**config.mk**
```make
export PLATFORM = sky130hd
export DESIGN_NAME = dma_chan_ctl_regs
export DESIGN_NICKNAME = d
export VERILOG_FILES = /design/src/rtl/dma_ctl_pkg.sv /design/src/rtl/dma_cmd_decode.sv /design/src/rtl/dma_chan_bitmap.sv /design/src/rtl/dma_err_track.sv /design/src/rtl/dma_chan_ctl_regs.sv
export SDC_FILE = /design/constraint.sdc
export NUM_CORES = 1
export LEC_CHECK = 0
export ABC_AREA = 1
export BUFFER_PORTS_ARGS = -buffer_cell sky130_fd_sc_hd__buf_4
export CORE_MARGIN = 3
export CORE_UTILIZATION = 30
export DETAILED_ROUTE_END_ITERATION = 7
export GPL_TIMING_DRIVEN = 0
export PLACE_DENSITY = 0.5
export REMOVE_ABC_BUFFERS = 1
export SYNTH_ARGS = -nofsm -noshare
export SYNTH_HDL_FRONTEND = slang
export SYNTH_SLANG_ARGS = --single-unit
```
**constraint.sdc**
```tcl
create_clock -name clk -period 2.5 [get_ports clk]
set_clock_uncertainty 0.2 [all_clocks]
set_input_delay 0.125 -clock clk [delete_from_list [all_inputs] [get_ports clk]]
set_output_delay 0.125 -clock clk [all_outputs]
set_load 0.03 [all_outputs]
```
**src/rtl/dma_ctl_pkg.sv**
```systemverilog
package dma_ctl_pkg;
  localparam logic [7:0] OFF_CTRL   = 8'h00;
  localparam logic [7:0] OFF_ESTAT  = 8'h04;
  localparam logic [7:0] OFF_ERQ    = 8'h0C;
  localparam logic [7:0] OFF_EEI    = 8'h14;
  localparam logic [7:0] OFF_CMD_LO = 8'h18;
  localparam logic [7:0] OFF_CMD_HI = 8'h1C;
  localparam logic [7:0] OFF_INT    = 8'h24;
  localparam logic [7:0] OFF_ERR    = 8'h2C;

  localparam logic [31:0] CTRL_MASK = 32'h0003_00FE;

  // op index = {command word is the upper one, byte lane}
  typedef enum logic [2:0] {
    OP_CLR_EEI   = 3'd0,
    OP_SET_EEI   = 3'd1,
    OP_CLR_ERQ   = 3'd2,
    OP_SET_ERQ   = 3'd3,
    OP_CLR_DONE  = 3'd4,
    OP_SET_START = 3'd5,
    OP_CLR_ERR   = 3'd6,
    OP_CLR_INT   = 3'd7
  } cmd_op_e;
endpackage

```
**src/rtl/dma_cmd_decode.sv**
```systemverilog
module dma_cmd_decode
  import dma_ctl_pkg::*;
#(
  parameter int NCH = 32,
  parameter int AW  = 6,
  localparam int CHW = $clog2(NCH)
) (
  input  logic                     wr,
  input  logic [AW-1:0]            addr,
  input  logic [3:0]               be,
  input  logic [3:0][CHW-1:0]      lane_ch,
  output logic [7:0][NCH-1:0]      op_hit,
  output logic [3:0]               ctrl_be
);
  logic lo_hit, hi_hit;

  assign lo_hit  = wr && (addr == AW'(OFF_CMD_LO));
  assign hi_hit  = wr && (addr == AW'(OFF_CMD_HI));
  assign ctrl_be = (wr && (addr == AW'(OFF_CTRL))) ? be : 4'b0000;

  for (genvar l = 0; l < 4; l++) begin : g_lane
    logic [NCH-1:0] ch_vec;
    assign ch_vec        = NCH'(1) << lane_ch[l];
    assign op_hit[l]     = (lo_hit && be[l]) ? ch_vec : '0;
    assign op_hit[4 + l] = (hi_hit && be[l]) ? ch_vec : '0;
  end
endmodule

```
**src/rtl/dma_chan_bitmap.sv**
```systemverilog
module dma_chan_bitmap #(
  parameter int NCH = 32
) (
  input  logic           clk,
  input  logic           rst_n,
  input  logic [NCH-1:0] set,
  input  logic [NCH-1:0] clr,
  output logic [NCH-1:0] q
);
  // a set in the same cycle as a clear leaves the bit set
  always_ff @(posedge clk) begin
    if (!rst_n) q <= '0;
    else        q <= (q & ~clr) | set;
  end
endmodule

```
**src/rtl/dma_err_track.sv**
```systemverilog
module dma_err_track #(
  parameter int NCH = 32,
  localparam int CHW = $clog2(NCH)
) (
  input  logic           clk,
  input  logic           rst_n,
  input  logic [NCH-1:0] err_set,
  output logic [CHW-1:0] last_ch
);
  logic [CHW-1:0] first_ch;

  always_comb begin
    first_ch = '0;
    for (int i = NCH - 1; i >= 0; i--)
      if (err_set[i]) first_ch = CHW'(i);
  end

  always_ff @(posedge clk) begin
    if (!rst_n)          last_ch <= '0;
    else if (|err_set)   last_ch <= first_ch;
  end
endmodule

```
**src/rtl/dma_chan_ctl_regs.sv**
```systemverilog
module dma_chan_ctl_regs
  import dma_ctl_pkg::*;
#(
  parameter int NCH = 32,
  parameter int AW  = 6
) (
  input  logic           clk,
  input  logic           rst_n,
  input  logic           bus_wr,
  input  logic [AW-1:0]  bus_addr,
  input  logic [3:0]     bus_be,
  input  logic [31:0]    bus_wdata,
  output logic [31:0]    bus_rdata,
  input  logic [NCH-1:0] hw_int_set,
  input  logic [NCH-1:0] hw_err_set,
  output logic [31:0]    ctrl_out,
  output logic [NCH-1:0] req_en,
  output logic [NCH-1:0] start_pulse,
  output logic [NCH-1:0] done_clr,
  output logic           irq_xfer,
  output logic           irq_err
);
  localparam int CHW = $clog2(NCH);
  localparam int NBM = 4;  // 0 request enable, 1 error-int enable, 2 int pending, 3 err pending

  logic [3:0][CHW-1:0]   lane_ch;
  logic [7:0][NCH-1:0]   op_hit;
  logic [3:0]            ctrl_be;
  logic [NBM-1:0][NCH-1:0] bm_set, bm_clr, bm_q;
  logic [NCH-1:0]        eei_q, int_pend, err_pend;
  logic [CHW-1:0]        last_ch;
  logic [31:0]           ctrl_q;

  for (genvar l = 0; l < 4; l++) begin : g_ch
    assign lane_ch[l] = bus_wdata[8*l +: CHW];
  end

  dma_cmd_decode #(.NCH(NCH), .AW(AW)) u_dec (
    .wr      (bus_wr),
    .addr    (bus_addr),
    .be      (bus_be),
    .lane_ch (lane_ch),
    .op_hit  (op_hit),
    .ctrl_be (ctrl_be)
  );

  assign bm_set[0] = op_hit[OP_SET_ERQ];
  assign bm_clr[0] = op_hit[OP_CLR_ERQ];
  assign bm_set[1] = op_hit[OP_SET_EEI];
  assign bm_clr[1] = op_hit[OP_CLR_EEI];
  assign bm_set[2] = hw_int_set;
  assign bm_clr[2] = op_hit[OP_CLR_INT];
  assign bm_set[3] = hw_err_set;
  assign bm_clr[3] = op_hit[OP_CLR_ERR];

  for (genvar b = 0; b < NBM; b++) begin : g_bm
    dma_chan_bitmap #(.NCH(NCH)) u_bm (
      .clk   (clk),
      .rst_n (rst_n),
      .set   (bm_set[b]),
      .clr   (bm_clr[b]),
      .q     (bm_q[b])
    );
  end

  assign req_en   = bm_q[0];
  assign eei_q    = bm_q[1];
  assign int_pend = bm_q[2];
  assign err_pend = bm_q[3];

  dma_err_track #(.NCH(NCH)) u_err (
    .clk     (clk),
    .rst_n   (rst_n),
    .err_set (hw_err_set),
    .last_ch (last_ch)
  );

  always_ff @(posedge clk) begin
    if (!rst_n) begin
      ctrl_q      <= '0;
      start_pulse <= '0;
      done_clr    <= '0;
    end else begin
      start_pulse <= op_hit[OP_SET_START];
      done_clr    <= op_hit[OP_CLR_DONE];
      for (int k = 0; k < 4; k++)
        if (ctrl_be[k]) ctrl_q[8*k +: 8] <= bus_wdata[8*k +: 8] & CTRL_MASK[8*k +: 8];
    end
  end

  assign ctrl_out = ctrl_q;
  assign irq_xfer = |int_pend;
  assign irq_err  = |(err_pend & eei_q);

  always_comb begin
    bus_rdata = '0;
    case (bus_addr)
      AW'(OFF_CTRL):  bus_rdata = ctrl_q;
      AW'(OFF_ESTAT): bus_rdata = {|err_pend, 31'(last_ch)};
      AW'(OFF_ERQ):   bus_rdata = 32'(req_en);
      AW'(OFF_EEI):   bus_rdata = 32'(eei_q);
      AW'(OFF_INT):   bus_rdata = 32'(int_pend);
      AW'(OFF_ERR):   bus_rdata = 32'(err_pend);
      default:        bus_rdata = '0;
    endcase
  end
endmodule

```
Yosys cells after proc, flatten, opt, wreduce, memory -nomap -nowiden --
Index checks and enable logic that the tools add are counted.
Operators by class: eq/ne operators 7, shift operators 4, mux-type cells 40, bitwise logic cells 13, reduce and logical (&&, ||, !) cells 18
Operators with widths (count):
- 32-bit two-way mux | 6
- 32-bit case mux with 6 select lines | 1
- 32-bit AND | 5
- 5-bit two-way mux | 32
- 32-bit NOT | 4
- 32-bit OR | 4
- 32-bit OR reduction | 4
- 1-bit by 5-bit left shift with 32-bit output (first input constant) | 4
- 6-bit by 5-bit == test with 1-bit output (second input constant) | 3
- 6-bit == test (second input constant) | 2
- 1-bit logical AND | 11
- 6-bit by 3-bit == test with 1-bit output (second input constant) | 1
- 6-bit by 4-bit == test with 1-bit output (second input constant) | 1
- 6-bit logical NOT | 1
- 2-bit AND reduction | 2
- 3-bit two-way mux | 1
Storage, ports and cells: flip-flop bits (word level) 206, input bits 109, output and inout port bits 162, word-level logic and storage cells 91

Depth between registers and ports, before layout --
Gate-level depths: netlist (run 1).
depth in word-level cells 32, depth in mapped cells 33, mapped depth without buffers 33

By module --
Synthesis (run 1) repeated with hierarchy kept, for this count alone.
Unflattened totals: cell total of the unflattened synthesis 1933, area, all modules 12253.0 um2
By module, submodules not included:
- dma_chan_bitmap | instances 4, cells an instance 164, area each 1311.3 um2, sequential area each 640.6 um2
- dma_chan_ctl_regs | instances 1, cells an instance 643, area each 3988.8 um2, sequential area each 1461.4 um2
- dma_cmd_decode | instances 1, cells an instance 514, area each 2429.8 um2, sequential area each 0.0 um2
- dma_err_track | instances 1, cells an instance 120, area each 589.3 um2, sequential area each 100.1 um2

Worst setup path before layout (run 1) --
Ideal clock, no wire load.
kind input-to-output, start point input bus_addr[1], end point output bus_rdata[0], arrival 1542 ps, data required time 2175 ps, slack 633 ps, stages on the path 9, buffers on the path 2, cell sequence nor2_1 > inv_2 > nor2_1 > nand3_1 > nor2_1 > clkbuf_1 > clkbuf_1 > nand2_1 > nand4_1
On the way: longest elaborated chain between the ends 2, elaborated cells on any way between the ends 7, those cells by class eq/ne (5); mux (1); reduce/logical (1)
RTL lines:
- from (decl) | RTL line dma_chan_ctl_regs.sv:10 | input logic [AW-1:0] bus_addr,
- 6-bit == test (tied with other cells) | RTL line dma_chan_ctl_regs.sv:97 | case (bus_addr)
- 32-bit case mux with 6 select lines (*) | RTL line dma_chan_ctl_regs.sv:97
- to (decl) | RTL line dma_chan_ctl_regs.sv:13 | output logic [31:0] bus_rdata,
Mark *: on every way between the ends. The rest lies on a longest branch, timed or not.

Final worst setup path (run 1) --
start point register g_bm[1].u_bm.q[5], end point output irq_err
On the way: longest elaborated chain between the ends 2
RTL lines:
- from (decl) | RTL line dma_chan_bitmap.sv:8 | output logic [NCH-1:0] q
- from (signal assigned) | RTL line dma_chan_bitmap.sv:13 | else q <= (q & ~clr) | set;
- 32-bit AND | RTL line dma_chan_ctl_regs.sv:93 | assign irq_err = |(err_pend & eei_q);
- 32-bit OR reduction | RTL line dma_chan_ctl_regs.sv:93
- to (decl) | RTL line dma_chan_ctl_regs.sv:21 | output logic irq_err
Every way passes these cells.

==> results of run 1 <==
## where the power goes
| group | switching [mW] | leakage [nW] | total (mW) | internal, mW |
|---|---|---|---|---|
| Clock | 1.44 | 0.394 | 3.60 | 2.16 |
| Combinational | 0.510 | 3.48 | 0.850 | 0.340 |
| Sequential | 0.0875 | 1.68 | 3.45 | 3.36 |
## area by class of cell
class,instances,share of cell area [%]
Multi-Input combinational cell,902,33.5
Sequential cell,206,30.4
Antenna cell,1,0.0184
Timing Repair Buffer,370,23.5
Tap cell,396,3.65
Inverter,107,3.13
Clock buffer,38,5.55
Clock inverter,4,0.350
## layer usage
layer	vias up	part of all wire, %	GRT usage [%]
met5	-	0	0
met4	0	2.3	6.03
met3	65	7.2	3.31
met2	477	46	39.4
met1	5319	44	35.0
li1	5090	-	-
## tightest hold or removal path: stages
cell and delay [ns]:
buf_4 0.11, nor3_2 0.08, inv_2 0.11, nor2_2 0.11, nand2_1 0.08, a21oi_1 0.06
## state kept, by name, summed over array words and instances, names as in the netlist
register	count
g_bm.u_bm.q	128
done_clr	32
start_pulse	32
ctrl_out	9
u_err.last_ch	5
## final timing paths
path / start / end / depth (start not counted)
hold reg to reg: u_err.last_ch[2]$_SDFFE_PN0P_ / u_err.last_ch[2]$_SDFFE_PN0P_ / 2
hold / removal: bus_addr[2] / g_bm[0].u_bm.q[7]$_SDFF_PN0_ / 6
setup / recovery: g_bm[1].u_bm.q[5]$_SDFF_PN0_ / irq_err / 6
setup reg to reg: g_bm[2].u_bm.q[16]$_SDFF_PN0_ / g_bm[2].u_bm.q[16]$_SDFF_PN0_ / 5
## kinds of logic after synthesis
group                  synth area share, %
AOI/OAI and AO/OA                     20.0
buffers and inverters                 9.74
DFF                                   44.1
other                               0.0401
and+or+nand+nor                       26.2
## layout by cell type, fill, tap and decap left out, types with 2 or more instances in the layout
cell and instances:
a21oi_1 133, a221oi_1 14, a22oi_1 29, a31oi_1 6, buf_16 3, buf_4 235
buf_6 2, buf_8 2, clkbuf_1 5, clkbuf_16 25, clkbuf_8 8, clkinv_1 5
clkinv_2 2, conb_1 23, dfxtp_1 206, dlygate4sd3_1 125, dlymetal6s4s_1 3, inv_1 86
inv_2 12, inv_4 2, nand2_1 195, nand2_2 4, nand3_1 64, nand3_2 2
nand4_1 73, nor2_1 131, nor2_2 4, nor3_1 44, nor3_2 5, nor4_1 14
nor4_2 7, o211ai_1 3, o21ai_0 18, o21ai_1 96, o22ai_1 4, o31ai_1 23
or2_2 2
## repair_timing
action,CTS,global route
buffers inserted,0,0
endpoints found under the setup margin,118,44
hold buffers,125,3
pin swaps,0,2
resized for setup,4,24
hold endpoints to repair,206,3
==> impl_metrics.ini, run 1 <==
[sta]
period_needed_ns = 2.44
worstMarginPinSlew_ns = 1.33
fmax_ghz = 0.410
whs_ns = 0.00548
setup_viol = 0
final.setup.tns_ns = 0
hold_violations = 0
rsz0062_at_grt = yes
min_period_over_period_pct = 97.5
max_slew_margin_pct = 11.3
worst_slack_ns = 0.0634
slew_violations = 0

[grt]
grt_pass1_vias = 10400
grt_pass1_wl_um = 63400
grt_util_all_layers_pct = 24.6
antenna_found_initial = 2
grt_max_degree = 81
gr-total-overflow = 0

[place]
placed_cells = 1857
post-place-ws_ns = -1.23
gp_congestion = 0.903
dp_hpwl_um = 31700
dpl-instance-area_um2 = 11400
io_buffers = 238

[critical_path]
worstPathRequired_ns = 2.17
path_buf_inv = 1
worstPathArrival_ns = 2.11
cpPeakStageDelay_ns = 0.38
cpLargestDelayFamily = simple AND/OR/NAND/NOR gates
regToRegSetupSlack_ns = 0.93
cpMaxStageDelayCell = dfxtp_1
crit_path_end_kind = output port
crit_path_frequent_cell = nand2_1
path_class = flop to output port
cp_max_fo = 3
crit_chain = nand2_1, nand2_1, a221oi_1, nand4_1, or2_2, buf_4
crit_path_start_kind = flop

[routing]
antenna_left = 0
dr.pass1.iters = 5
finalWirelength_um = 43400
vias = 11000
drcViolationCount = 0
drt-initial-drc-count = 1229
wire_per_inst_um = 21.5
vias_per_cell = 5.41

[die]
dieArea_um2 = 33400
coreArea_um2 = 30700
fp.dieH_um = 183
initial_core_util_pct = 30.5
dieWidth_um = 183
num_io_pins = 271
rows = 64

[synthesis]
synth.distinct_cells = 30
synth_area_um2 = 9360
synthArstFlopShare_pct = 0
ys_seq_elements = 206
yosysSeqAreaShare_pct = 44.1
synthCells = 1302
synth_area_leaders = dfxtp_1 44%, nand2_1 8.0%, a21oi_1 7.1%, nor2_1 5.5%, o21ai_1 5.1%
syn_area_per_cell_um2 = 7.19
synth_top_area_share_pct = 44.1
synth_edf_count = 0
yosys-top-cells-count = 206 x dfxtp_1, 199 x nand2_1, 136 x nor2_1
synth_most_common_cell = dfxtp_1
synth_top_area_cell = dfxtp_1
synthFlopType = dfxtp_1
ys_warn_count = 0

[clocking]
htree_levels = 1
cts.reportedPaths.clkPinSlew_ns = 0.06
cts_tree = yes
clk_latency_ns = 0.52
cts-root-buf = clkbuf_16
cts.sinks = 206
cts_buffer_depth = 3
numCtsBuffers = 24

[final_layout]
fin_util_pct = 44.3
fillCellCount = 3206
stdcell_area_um2 = 13600
drive_gt1_share_pct = 19.9
instances_no_fill = 2024
layout.nets = 1720
areaGrowthSynthToFinish_pct = 45.1
final-seq-area_um2 = 4120
multi_input_area_um2 = 4550

[power_and_ir_drop]
finalPower_mw = 7.90
power_density_nw_per_um2 = 581
peakVddDrop_mv = 0.437
p_leak_nw = 5.56

[run_status]
status = finished clean

[flow_run]
max_cap_violations = 0

[hold_path]
min_path_type = input port to flop
Note: power is estimated with default switching activity, not from simulation.
==> run 2: changes to the inputs <==
--- a/config.mk
+++ b/config.mk
@@ -13,6 +13,7 @@
 export GPL_TIMING_DRIVEN = 0
 export PLACE_DENSITY = 0.5
 export REMOVE_ABC_BUFFERS = 1
+export SETUP_SLACK_MARGIN = 0.2
 export SYNTH_ARGS = -nofsm -noshare
 export SYNTH_HDL_FRONTEND = slang
 export SYNTH_SLANG_ARGS = --single-unit
==> impl_metrics.ini, run 2 (synthesis results as in run 1) <==
[power_and_ir_drop]
p_leak_nw = 5.66
clkPwrFrac_pct = 45.4
power_frac_seq_pct = 43.6
peakVddDrop_mv = 0.439
power_density_nw_per_um2 = 575
p_int_mw = 5.88
p_sw_mw = 2.07
power_frac_comb_pct = 11.0
sw_frac_of_total_pct = 26.0
finalPower_mw = 7.95

[clocking]
cts_buffer_depth = 3
cts.reportedPaths.clkPinSlew_ns = 0.06
cts.sinks = 206
cts_tree = yes
htree_levels = 1
clk_latency_ns = 0.51
numCtsBuffers = 24
cts-root-buf = clkbuf_16

[grt]
grt_util_all_layers_pct = 24.5
grt_pass1_wl_um = 63300
gr-total-overflow = 0
antenna_found_initial = 1
grt_max_degree = 81
grt_pass1_vias = 10400

[routing]
wire_per_inst_um = 21.4
drcViolationCount = 0
antenna_left = 0
vias_per_cell = 5.40
drt-initial-drc-count = 1044
finalWirelength_um = 43500
dr.pass1.iters = 5
vias = 11000

[final_layout]
areaGrowthSynthToFinish_pct = 47.8
most-common-layout-cells = 238 x buf_4, 199 x dfxtp_1, 195 x nand2_1
largest_register_ffs = 128
reg.largest.list = g_bm.u_bm.q: 128 flops, done_clr: 32 flops, start_pulse: 32 flops
fin_util_pct = 45.1
layout_commonest_cell = buf_4
layout.nets = 1730
regMostFlops = g_bm.u_bm.q
drive_gt1_share_pct = 21.6

[run_status]
status = complete, but fails checks
violations = hold timing

[sta]
worst_slack_ns = 0.156
min_period_over_period_pct = 93.7
hold_violations = 1
worstMarginPinSlew_ns = 1.27
period_needed_ns = 2.34
whs_ns = -0.00323
max_slew_margin_pct = 15.0
slew_violations = 0
rsz0062_at_grt = yes
fmax_ghz = 0.427
setup_viol = 0

[place]
io_buffers = 238
dp_hpwl_um = 31700
post-place-ws_ns = -1.23
gp_congestion = 0.903

[die]
dieArea_um2 = 33400
rows = 64
coreArea_um2 = 30700
fp.dieH_um = 183
initial_core_util_pct = 30.5
num_io_pins = 271
dieWidth_um = 183

[critical_path]
path_class = input port to flop
worstPathRequired_ns = 2.70
worstPathArrival_ns = 2.55
cp_max_fo = 32
crit_path_end_kind = flop
crit_path_start_kind = input port

[hold_path]
min_path_type = input port to flop

[flow_run]
max_cap_violations = 0
## run 2: cell count changes in the layout (fill, tap and decap cells not counted), moves of 3 or more
cell	before	now
dfxtp_1	206	199
dfxtp_2	0	6
buf_6	2	7
nor4_4	1	6
a221oi_1	14	10
a221oi_2	1	5
nor4_1	14	10
buf_4	235	238
dlymetal6s4s_1	3	6
## run 2: worst paths after layout
path	startpoint	endpoint	slack (ns)	cells after the start
hold reg to reg	u_err.last_ch[2]$_SDFFE_PN0P_	u_err.last_ch[2]$_SDFFE_PN0P_	0.27	2
setup reg to reg	g_bm[2].u_bm.q[16]$_SDFF_PN0_	g_bm[2].u_bm.q[16]$_SDFF_PN0_	0.90	5
hold / removal	hw_err_set[24]	g_bm[3].u_bm.q[24]$_SDFF_PN0_	-0.003	4
setup / recovery	bus_addr[1]	done_clr[8]$_SDFF_PN0_	0.16	8
## run 2: repair_timing
action,in CTS,in global routing
pin swaps,0,15
setup buffers,0,4
hold buffers,126,5
hold endpoints to repair,206,5
endpoints found under the setup margin,128,216
gates resized for setup,29,42
## run 2: layout make-up
type                            count  area, um2
Antenna cell                        1       2.50
Clock buffer                       38        754
Inverter                          107        432
Timing Repair Buffer              380       3290
Multi-Input combinational cell    902       4670
Tap cell                          396        495
Sequential cell                   206       4140
Fill cell                        3185      16800
Clock inverter                      4       47.5
## run 2: layer usage
metal	global-route usage, %	vias to the layer above	wire [um]
met5	0	-	0
met4	6.15	0	960
met3	3.33	61	3210
met2	39.4	488	20100
met1	34.7	5326	19200
li1	-	5112	-
## run 2: per-stage QoR
stage	std cells	setup TNS [ns]	cell area, um2
finish	2034	0	13800
floorplan	1215	-0.209	8950
CTS	2025	0	13600
detailed placement	1857	-136.62	11400
global route	2034	-0.0965	13800
global placement	1849	-218.25	11200
## run 2: power by group through the flow
stage               registers, mW  logic (mW)  clock network, mW
floorplan                    3.48       0.329                  0
global placement             3.51       0.660                  0
detailed placement           3.51       0.670                  0
CTS                          3.45       0.839               3.65
global route                 3.47       0.940               3.79
finish                       3.46       0.877               3.61
## run 2: critical path, cell delays in order
cell and delay [ns]:
buf_4 0.11, nor2_1 0.12, inv_2 0.06, nor2_1 0.14, inv_2 0.09, nor2_2 0.71, nand3_2 0.77, nor2_1 0.40
